$ cat config.mk
export PLATFORM = sky130hd
export DESIGN_NAME = pci_init_timeout_mon
export DESIGN_NICKNAME = d
export VERILOG_FILES = /design/src/rtl/pitm_pkg.sv /design/src/rtl/pitm_timeout_ctr.sv /design/src/rtl/pitm_ctrl.sv /design/src/rtl/pitm_datapath.sv /design/src/rtl/pci_init_timeout_mon.sv
export SDC_FILE = /design/constraint.sdc
export NUM_CORES = 1
export LEC_CHECK = 0
export BUFFER_PORTS_ARGS = -buffer_cell sky130_fd_sc_hd__buf_2
export CAP_MARGIN = 25
export CELL_PAD_IN_SITES_DETAIL_PLACEMENT = 1
export CELL_PAD_IN_SITES_GLOBAL_PLACEMENT = 1
export CORE_ASPECT_RATIO = 0.5
export CORE_MARGIN = 4
export CORE_UTILIZATION = 32
export CTS_BUF_LIST = sky130_fd_sc_hd__clkbuf_16
export CTS_CLUSTER_DIAMETER = 80
export DETAILED_ROUTE_END_ITERATION = 10
export PLACE_DENSITY_LB_ADDON = 0.1
export SLEW_MARGIN = 20
export SYNTH_ARGS = -nofsm -noshare
export SYNTH_HDL_FRONTEND = slang
export SYNTH_HIERARCHICAL = 1
export SYNTH_SLANG_ARGS = --single-unit
$ cat constraint.sdc
create_clock -name clk -period 2.3 [get_ports clk]
set_input_delay 0 -clock clk [delete_from_list [all_inputs] [get_ports clk]]
set_output_delay 0 -clock clk [all_outputs]
set_load 0.01 [all_outputs]
$ cat src/rtl/pitm_pkg.sv
package pitm_pkg;
  localparam int DATA_W = 32;
  localparam int ADDR_W = 4;

  // Strobes passed from register decode to the datapath
  typedef struct packed {
    logic wrLimits;
    logic clrRetryErr;
    logic clrTrdyErr;
  } pitm_strobe_t;
endpackage

$ cat src/rtl/pitm_timeout_ctr.sv
module pitm_timeout_ctr #(
  parameter int LIMIT_W = 8
) (
  input  logic               clk,
  input  logic               rstN,
  input  logic               clr,
  input  logic               evt,
  input  logic [LIMIT_W-1:0] limit,
  output logic               hit
);
  localparam logic [LIMIT_W-1:0] CNT_MAX = {LIMIT_W{1'b1}};

  logic [LIMIT_W-1:0] cnt;

  // A timeout occurs when one more event arrives with the count already at the limit
  assign hit = evt && !clr && (limit != '0) && (cnt >= limit);

  always_ff @(posedge clk) begin
    if (!rstN)           cnt <= '0;
    else if (clr || hit) cnt <= '0;
    else if (evt && cnt != CNT_MAX) cnt <= cnt + 1'b1;
  end

  // a zero limit never produces a hit
  assert_no_hit_when_off_R6: assert property (@(posedge clk) disable iff (!rstN)
    (limit == '0) |-> !hit);
  // the count restarts after a hit
  assert_clear_after_hit_R5: assert property (@(posedge clk) disable iff (!rstN)
    hit |=> (cnt == '0));
endmodule

$ cat src/rtl/pitm_ctrl.sv
module pitm_ctrl
  import pitm_pkg::*;
#(
  parameter int          LIMIT_W  = 8,
  parameter logic [ADDR_W-1:0] CTRL_OFS = 4'h0,
  parameter logic [ADDR_W-1:0] STAT_OFS = 4'h4
) (
  input  logic               clk,
  input  logic               rstN,
  input  logic               regWrEn,
  input  logic [ADDR_W-1:0]  regAddr,
  input  logic [DATA_W-1:0]  regWrData,
  input  logic [LIMIT_W-1:0] retryLim,
  input  logic [LIMIT_W-1:0] trdyLim,
  input  logic               retryErr,
  input  logic               trdyErr,
  output pitm_strobe_t       strb,
  output logic [DATA_W-1:0]  regRdData
);
  localparam int CTRL_USED = 2 * LIMIT_W;

  logic selCtrl, selStat;
  assign selCtrl = (regAddr == CTRL_OFS);
  assign selStat = (regAddr == STAT_OFS);

  always_comb begin
    strb.wrLimits    = regWrEn && selCtrl;
    strb.clrRetryErr = regWrEn && selStat && regWrData[0];
    strb.clrTrdyErr  = regWrEn && selStat && regWrData[1];
  end

  always_comb begin
    regRdData = '0;
    if (selCtrl)      regRdData[CTRL_USED-1:0] = {retryLim, trdyLim};
    else if (selStat) regRdData[1:0] = {trdyErr, retryErr};
  end

  // reserved status bits stay zero
  assert_stat_reserved_R8: assert property (@(posedge clk) disable iff (!rstN)
    selStat |-> (regRdData[DATA_W-1:2] == '0));
  // reserved control bits stay zero
  assert_ctrl_reserved_R2: assert property (@(posedge clk) disable iff (!rstN)
    selCtrl |-> (regRdData[DATA_W-1:CTRL_USED] == '0));
endmodule

$ cat src/rtl/pitm_datapath.sv
module pitm_datapath
  import pitm_pkg::*;
#(
  parameter int               LIMIT_W   = 8,
  parameter logic [LIMIT_W-1:0] LIMIT_RST = 8'h80
) (
  input  logic               clk,
  input  logic               rstN,
  input  pitm_strobe_t       strb,
  input  logic [DATA_W-1:0]  regWrData,
  input  logic               txnStart,
  input  logic               txnEnd,
  input  logic               retryHit,
  input  logic               dataPhaseStart,
  input  logic               waitTrdy,
  input  logic               trdySeen,
  output logic [LIMIT_W-1:0] retryLim,
  output logic [LIMIT_W-1:0] trdyLim,
  output logic               retryAbort,
  output logic               trdyAbort,
  output logic               retryErr,
  output logic               trdyErr
);
  logic retryTo, trdyTo;

  always_ff @(posedge clk) begin
    if (!rstN) begin
      retryLim <= LIMIT_RST;
      trdyLim  <= LIMIT_RST;
    end else if (strb.wrLimits) begin
      retryLim <= regWrData[2*LIMIT_W-1:LIMIT_W];
      trdyLim  <= regWrData[LIMIT_W-1:0];
    end
  end

  pitm_timeout_ctr #(.LIMIT_W(LIMIT_W)) u_retryCtr (
    .clk(clk), .rstN(rstN), .clr(txnStart || txnEnd), .evt(retryHit),
    .limit(retryLim), .hit(retryTo));

  pitm_timeout_ctr #(.LIMIT_W(LIMIT_W)) u_trdyCtr (
    .clk(clk), .rstN(rstN), .clr(dataPhaseStart || trdySeen), .evt(waitTrdy),
    .limit(trdyLim), .hit(trdyTo));

  always_ff @(posedge clk) begin
    if (!rstN) begin
      retryAbort <= 1'b0;
      trdyAbort  <= 1'b0;
      retryErr   <= 1'b0;
      trdyErr    <= 1'b0;
    end else begin
      retryAbort <= retryTo;
      trdyAbort  <= trdyTo;
      // A hardware set takes priority over a software clear
      retryErr   <= retryTo || (retryErr && !strb.clrRetryErr);
      trdyErr    <= trdyTo  || (trdyErr  && !strb.clrTrdyErr);
    end
  end

  // abort pulses last one cycle
  assert_retry_pulse_R5: assert property (@(posedge clk) disable iff (!rstN)
    retryAbort |=> !retryAbort);
  assert_trdy_pulse_R5: assert property (@(posedge clk) disable iff (!rstN)
    trdyAbort |=> !trdyAbort);
  // a flag rises only together with its abort
  assert_retry_flag_src_R7: assert property (@(posedge clk) disable iff (!rstN)
    $rose(retryErr) |-> retryAbort);
  assert_trdy_flag_src_R7: assert property (@(posedge clk) disable iff (!rstN)
    $rose(trdyErr) |-> trdyAbort);
  // a set in the same cycle as a clear leaves the flag set
  assert_set_wins_R9: assert property (@(posedge clk) disable iff (!rstN)
    (retryTo && strb.clrRetryErr) |=> retryErr);
  // a clear with no set empties the flag
  assert_w1c_R8: assert property (@(posedge clk) disable iff (!rstN)
    (strb.clrTrdyErr && !trdyTo) |=> !trdyErr);
endmodule

$ cat src/rtl/pci_init_timeout_mon.sv
module pci_init_timeout_mon
  import pitm_pkg::*;
#(
  parameter int LIMIT_W = 8
) (
  input  logic              clk,
  input  logic              rstN,
  input  logic              regWrEn,
  input  logic [ADDR_W-1:0] regAddr,
  input  logic [DATA_W-1:0] regWrData,
  output logic [DATA_W-1:0] regRdData,
  input  logic              txnStart,
  input  logic              txnEnd,
  input  logic              retryHit,
  input  logic              dataPhaseStart,
  input  logic              waitTrdy,
  input  logic              trdySeen,
  output logic              retryAbort,
  output logic              trdyAbort,
  output logic              retryErr,
  output logic              trdyErr
);
  pitm_strobe_t       strb;
  logic [LIMIT_W-1:0] retryLim, trdyLim;

  pitm_ctrl #(.LIMIT_W(LIMIT_W)) u_ctrl (
    .clk(clk), .rstN(rstN), .regWrEn(regWrEn), .regAddr(regAddr),
    .regWrData(regWrData), .retryLim(retryLim), .trdyLim(trdyLim),
    .retryErr(retryErr), .trdyErr(trdyErr), .strb(strb), .regRdData(regRdData));

  pitm_datapath #(.LIMIT_W(LIMIT_W)) u_dp (
    .clk(clk), .rstN(rstN), .strb(strb), .regWrData(regWrData),
    .txnStart(txnStart), .txnEnd(txnEnd), .retryHit(retryHit),
    .dataPhaseStart(dataPhaseStart), .waitTrdy(waitTrdy), .trdySeen(trdySeen),
    .retryLim(retryLim), .trdyLim(trdyLim), .retryAbort(retryAbort),
    .trdyAbort(trdyAbort), .retryErr(retryErr), .trdyErr(trdyErr));
endmodule

; After elaboration in Yosys (flattened, before gate mapping)
; Cells that the tools add are included.
; W data, S select, Z words.
[classes]
addsub = 2
magnitude_cmp = 2
n_eq_ne = 3
muxes = 3
n_bitwise = 1
reduce_logical = 29
[op_table]
columns = op, n
row1 = $add A8 B1 Y8 const B, 2
row2 = $ge A8 B8 Y1, 2
row3 = $ne A8 B8 Y1 const B, 2
row4 = $reduce_bool A8 Y1, 2
row5 = $logic_and A1 B1 Y1, 14
row6 = $mux W14, 1
row7 = $logic_or A1 B1 Y1, 6
row8 = $eq A4 B3 Y1 const B, 1
row9 = $logic_not A1 Y1, 4
row10 = $logic_not A4 Y1, 1
row11 = $mux W2, 2
row12 = $reduce_or A2 Y1, 2
row13 = $not A1 Y1, 1
[totals]
reg_bits = 36
input_bits = 45
output_inout_bits = 36
wordCells = 48

; Depth between registers and ports, before layout
[logic_depth]
ltp_word = 7
ltp_mapped = 7
mapped_depth_nobuf = 7

; By module
; Netlist, hierarchy kept.
[modules_own_cells]
columns = mod, instances, cells_each, area_each_um2
row1 = pitm_timeout_ctr, 2, 76, 641.9
row2 = pitm_datapath, 1, 64, 747.0
row3 = pitm_ctrl, 1, 41, 319.1

; Least setup slack after synthesis
; OpenSTA, ideal clock, no wires.
[synth_path]
path_kind = reg2reg
from = register u_dp.u_retryCtr.cnt[0]
to = register u_dp.u_retryCtr.cnt[6]
setup_time_ps = 88
arrival_time_ps = 1652
t_required_ps = 2212
slack_ps = 560
stages_incl_launch_ff = 8
path_buffers = 0
synth_period_minus_slack_ps = 1740
cell_sequence = dfxtp_1 > inv_1 > ha_1 > nand2b_4 > a2111oi_2 > a211o_2 > o2111ai_4 > a311oi_2
[synth_via]
elab_chain_len = 4
word_cells_on_any_way = 7
cone_classes = 1 x add/sub / 1 x order compare / 1 x eq/ne / 4 x reduce/logical
[synth_rtl]
columns = element, line_no
row1 = "start, declared", pitm_timeout_ctr.sv:13  ; logic [LIMIT_W-1:0] cnt;
row2 = "start signal, assigned", pitm_timeout_ctr.sv:21  ; else if (evt && cnt != CNT_MAX) cnt <= cnt + 1'b1;
row3 = $ge A8 B8 Y1, pitm_timeout_ctr.sv:16  ; assign hit = evt && !clr && (limit != '0) && (cnt >= limit);
row4 = $logic_and A1 B1 Y1, pitm_timeout_ctr.sv:16
row5 = $logic_or A1 B1 Y1, pitm_timeout_ctr.sv:20  ; else if (clr || hit) cnt <= '0;
row6 = $reduce_or A2 Y1 (no source line), -
; Parallel ways exist; a longest one is shown, timed or not.
; A chain may end at the register's enable or synchronous reset.

; Worst setup path in the final report
[layout_path]
from = register u_dp.u_trdyCtr.cnt[0]
to = register u_dp.u_trdyCtr.cnt[6]
[layout_via]
elab_chain_len = 4
word_cells_on_any_way = 7
cone_classes = 1 x add/sub / 1 x order compare / 1 x eq/ne / 4 x reduce/logical
[layout_rtl]
columns = element, line_no
row1 = "start, declared", pitm_timeout_ctr.sv:13
row2 = "start signal, assigned", pitm_timeout_ctr.sv:21
row3 = $ge A8 B8 Y1, pitm_timeout_ctr.sv:16
row4 = $logic_and A1 B1 Y1, pitm_timeout_ctr.sv:16
row5 = $logic_or A1 B1 Y1, pitm_timeout_ctr.sv:20
row6 = $reduce_or A2 Y1 (no source line), -
; Parallel ways exist; a longest one is shown, timed or not.

==> flow_summary.html <==
<table>
<tr><th>Metric</th><th>Value</th></tr>
<tr><th colspan="2">Power and ir drop</th></tr>
<tr><td>Static Leakage</td><td>1.19 nW</td></tr>
<tr><td>Total power per unit cell area</td><td>489 nW/um^2</td></tr>
<tr><td>Max IR drop VDD</td><td>221 uV</td></tr>
<tr><th colspan="2">Critical path</th></tr>
<tr><td>Worst setup SP type</td><td>register</td></tr>
<tr><td>Worst Setup End Kind</td><td>register</td></tr>
<tr><td>CP arrival</td><td>~2.1 ns</td></tr>
<tr><td>Category of the most critical setup path</td><td>register to register</td></tr>
<tr><td>Worst-path fanout max</td><td>8</td></tr>
<tr><td>Launch point of the critical path</td><td>u_dp/u_trdyCtr/cnt[0]</td></tr>
<tr><td>FF-to-FF Start</td><td>u_dp/u_trdyCtr/cnt[0]</td></tr>
<tr><td>Count of cells along the worst register-to-register path</td><td>7</td></tr>
<tr><td>Endpoint of the worst-slack reg-to-reg timing path</td><td>u_dp/u_trdyCtr/cnt[6]</td></tr>
<tr><td>Required arrival time at the worst endpoint</td><td>~2.5 ns</td></tr>
<tr><td>Register-to-register path setup slack</td><td>0.36 ns</td></tr>
<tr><th colspan="2">STA</th></tr>
<tr><td>Final period util</td><td>0.842</td></tr>
<tr><td>Setup clock skew after layout</td><td>0.00489 ns</td></tr>
<tr><td>Total negative slack for setup checks</td><td>0 ns</td></tr>
<tr><td>Post-route worst setup slack</td><td>around 0.36 ns</td></tr>
<tr><td>Final hold violation count</td><td>0</td></tr>
<tr><td>Clock period minus worst slack</td><td>1.94 ns</td></tr>
<tr><td>Number of endpoints failing setup at the final stage</td><td>0</td></tr>
<tr><td>Pins over their slew limit</td><td>0</td></tr>
<tr><td>Highest achievable clock rate</td><td>516 MHz</td></tr>
<tr><td>Unrepaired setup endpoints after global routing</td><td>false</td></tr>
<tr><th colspan="2">Synth</th></tr>
<tr><td>Library cell with the largest summed area after synthesis</td><td>sky130_fd_sc_hd__dfxtp_1</td></tr>
<tr><td>Post-Synthesis Cells</td><td>around 260</td></tr>
<tr><td>Number of flip-flops and latches in the synthesized netlist</td><td>36</td></tr>
<tr><td>Simple-Gate Fraction of Synth Area</td><td>0.275</td></tr>
<tr><td>Main flop type after synthesis</td><td>sky130_fd_sc_hd__dfxtp_1</td></tr>
<tr><td>Share of the synthesized netlist area taken by xor and xnor gates</td><td>0.0224</td></tr>
<tr><td>Proportion of synthesized area in mux cells</td><td>0.0767</td></tr>
<tr><td>Share of synthesized cell area in full adder, half adder and majority cells</td><td>0.0958</td></tr>
<tr><td>Number of distinct library cells after synthesis</td><td>36</td></tr>
<tr><td>Cell area after technology mapping</td><td>2350 um^2</td></tr>
<tr><td>Share of synthesized flip-flops with an asynchronous set or reset</td><td>0</td></tr>
<tr><td>Average footprint of a synthesized cell</td><td>9.14 um^2</td></tr>
<tr><td>Area share of the leading cell type in the synthesized netlist</td><td>0.307</td></tr>
<tr><td>Compound-Gate Fraction of Synth Area</td><td>0.117</td></tr>
<tr><td>Dominant combinational cell family by area after synthesis</td><td>simple AND/OR/NAND/NOR gates</td></tr>
<tr><td>Top post-synthesis cells by area</td><td>sky130_fd_sc_hd__dfxtp_1, sky130_fd_sc_hd__ha_1, sky130_fd_sc_hd__mux2i_1, sky130_fd_sc_hd__buf_4, sky130_fd_sc_hd__nor2b_1</td></tr>
<tr><td>Number of synthesized flops with an enable pin</td><td>0</td></tr>
<tr><td>Share of the yosys chip area belonging to registers</td><td>0.307</td></tr>
<tr><td>Count of warnings emitted by yosys</td><td>6</td></tr>
<tr><th colspan="2">GRT</th></tr>
<tr><td>Overflow after GRT</td><td>0</td></tr>
<tr><td>Via count of the first global-routing pass</td><td>roughly 2000</td></tr>
<tr><td>Maximum number of pins on one net before global-route repair</td><td>23</td></tr>
<tr><td>Total routing usage reported by global routing</td><td>0.138</td></tr>
<tr><td>Initial antenna violation count</td><td>0</td></tr>
<tr><td>First-pass GRT wire length</td><td>roughly 9.5 mm</td></tr>
<tr><th colspan="2">Finish</th></tr>
<tr><td>Share of post-route cells with drive strength above 1</td><td>0.264</td></tr>
<tr><td>Commonest non-fill, non-tap cell in the layout</td><td>sky130_fd_sc_hd__buf_2</td></tr>
<tr><td>Count of inserted antenna diode cells</td><td>0</td></tr>
<tr><td># nets final</td><td>380</td></tr>
<tr><td>Most frequent cells in the layout</td><td>sky130_fd_sc_hd__buf_2, sky130_fd_sc_hd__dfxtp_1, sky130_fd_sc_hd__inv_1</td></tr>
<tr><td>Synth-to-Final Area Change</td><td>20.7%</td></tr>
<tr><td>Fill cell total of the finished layout</td><td>just over 800</td></tr>
<tr><th colspan="2">Placement</th></tr>
<tr><td>IO Port Bufs</td><td>between 40 and 50</td></tr>
<tr><td>Placed wire-length estimate</td><td>about 4.4 mm</td></tr>
<tr><td>Placer Congestion</td><td>~0.75</td></tr>
<tr><td>Setup WS pre-CTS</td><td>approximately 0.36 ns</td></tr>
<tr><th colspan="2">Floorplanning</th></tr>
<tr><td>Total Die Area</td><td>just under 9000 um^2</td></tr>
<tr><td>Initial core utilization</td><td>0.340</td></tr>
<tr><td>Height of the die</td><td>68.6 um</td></tr>
<tr><td>Floorplan Core Area</td><td>roughly 6900 um^2</td></tr>
<tr><td>Die X</td><td>129 um</td></tr>
<tr><td>Placement row count</td><td>21</td></tr>
<tr><td>Boundary Pins</td><td>81</td></tr>
<tr><th colspan="2">Routing</th></tr>
<tr><td>Via-to-Cell Ratio</td><td>roughly 4.8</td></tr>
<tr><td>Detailed-router iteration count before antenna repair</td><td>4</td></tr>
<tr><td>Post-detailed-route wirelength per cell</td><td>14.1 um</td></tr>
<tr><td>Number of DRC violations after detailed routing</td><td>0</td></tr>
<tr><td>DRT Wirelength</td><td>roughly 5.8 mm</td></tr>
<tr><td>Iter 0 DRT Violations</td><td>between 50 and 60</td></tr>
<tr><td>DRT antenna net count</td><td>0</td></tr>
<tr><td>Vias</td><td>1959</td></tr>
<tr><th colspan="2">Min path</th></tr>
<tr><td>Type of the most critical hold path</td><td>input pin to register</td></tr>
<tr><td>HP Start</td><td>regWrData[14]</td></tr>
<tr><td>Hold path cells</td><td>3</td></tr>
<tr><td>Worst hold path endpoint</td><td>u_dp/retryLim[6]</td></tr>
<tr><th colspan="2">CTS</th></tr>
<tr><td>Count of clock tree sinks</td><td>36</td></tr>
<tr><td>CTS Buffer Depth</td><td>2</td></tr>
<tr><td>Clock transition at the register clock pins on the worst setup and hold paths after CTS</td><td>0.05 ns</td></tr>
<tr><td>Cell at the root of the clock tree</td><td>sky130_fd_sc_hd__clkbuf_16</td></tr>
<tr><td>Clock H-tree levels</td><td>2</td></tr>
<tr><td>Insertion delay to the later sink of the worst-skew pair</td><td>~0.28 ns</td></tr>
<tr><td>Clock tree from TritonCTS</td><td>yes</td></tr>
<tr><td>Total clock buffers created by CTS</td><td>5</td></tr>
<tr><td>Post-CTS setup buffer count</td><td>0</td></tr>
<tr><td>Number of gates resized after CTS</td><td>0</td></tr>
<tr><th colspan="2">Flow run</th></tr>
<tr><td>MaxCap Viol Count</td><td>0</td></tr>
<tr><th colspan="2">Status</th></tr>
<tr><td>Status</td><td>finished clean</td></tr>
</table>
worst max-delay path, stage by stage, from the launching register on:
cell and delay (ns):
sky130_fd_sc_hd__dfxtp_1 0.38, sky130_fd_sc_hd__inv_1 0.09, sky130_fd_sc_hd__ha_1 0.27, sky130_fd_sc_hd__nand2b_4 0.14
sky130_fd_sc_hd__a2111oi_2 0.34, sky130_fd_sc_hd__a211o_2 0.19, sky130_fd_sc_hd__o2111ai_4 0.20, sky130_fd_sc_hd__a311oi_2 0.24
how the worst max path moves through the flow:
stage / depth (start not counted) / to / slack (ns)
2_1_floorplan: 7 / u_dp/u_retryCtr/cnt[6] / 0.56
3_3_place_gp: 7 / u_dp/u_trdyCtr/cnt[6] / 0.38
3_5_place_dp: 7 / u_dp/u_trdyCtr/cnt[6] / 0.36
4_1_cts: 7 / u_dp/u_trdyCtr/cnt[6] / 0.34
5_1_grt: 7 / u_dp/u_trdyCtr/cnt[6] / 0.18
6_report: 7 / u_dp/u_trdyCtr/cnt[6] / 0.36
timing repair:
item,in CTS,in global routing
endpoints found under the hold margin,10,0
setup endpoints to repair,0,0
hold buffers,10,0
sequential cells by signal, summed over array words and instances, names as in the netlist:
signal and cells:
u_dp/trdyErr 1, u_dp/u_retryCtr/cnt 8, u_dp/trdyAbort 1, u_dp/u_trdyCtr/cnt 8, u_dp/retryAbort 1, u_dp/retryErr 1, u_dp/retryLim 8, u_dp/trdyLim 8
logic make-up after synthesis:
group	count (synthesis)
mux	18
fa+ha+maj	18
simple gates	105
other cells	1
flops	36
compound gates	32
buf+inv	41
xor+xnor	6
synth_stat cells, drive strengths merged (4+ instances only):
cell type / number
dfxtp: 36
inv: 20
and2: 19
buf: 19
ha: 18
mux2i: 18
nor2b: 18
nand3: 14
nand2: 12
a21oi: 10
nor2: 10
nand4: 8
o21ai: 8
nor4: 5
and2b: 4
and3: 4
and4: 4
xnor2: 4
per-stage QoR:
step	total power, W	cell area (um^2)	utilization	instances	hold slack [ns]
final	0.00139	2840	0.410	410	0.00139
after global routing	0.00147	2840	0.410	410	0.00414
after CTS	0.00142	2840	0.410	410	0.000207
after detailed placement	0.000751	2600	0.376	392	0.225
after global placement	0.000748	2600	0.376	392	0.221
after floorplan	0.000727	2410	-	272	0.114
power breakdown:
group | internal, W | total [W] | switching [W] | leakage, nW
logic | 0.0000549 | 0.000116 | 0.0000611 | 0.824
clock network | 0.000389 | 0.000635 | 0.000245 | 0.0738
registers | 0.000629 | 0.000634 | 0.00000540 | 0.290
total | 0.00107 | 0.00139 | 0.000312 | 1.19
area by class of cell:
cell class,count,area (um^2),share of cell area
Inverter,20,75.1,0.0265
Timing Repair Buffer,59,348,0.123
Clock buffer,5,125,0.0441
Tap cell,92,115,0.0406
Sequential cell,36,721,0.254
Clock inverter,3,11.3,0.00397
Multi-Input combinational cell,195,1440,0.508
per-layer routing:
metal,GRT usage,wire length (um)
met2,0.261,2970
met1,0.153,2590
met5,0,0
met3,0.0392,157
met4,0.0432,67
Note: power is estimated with default switching activity, not from simulation.
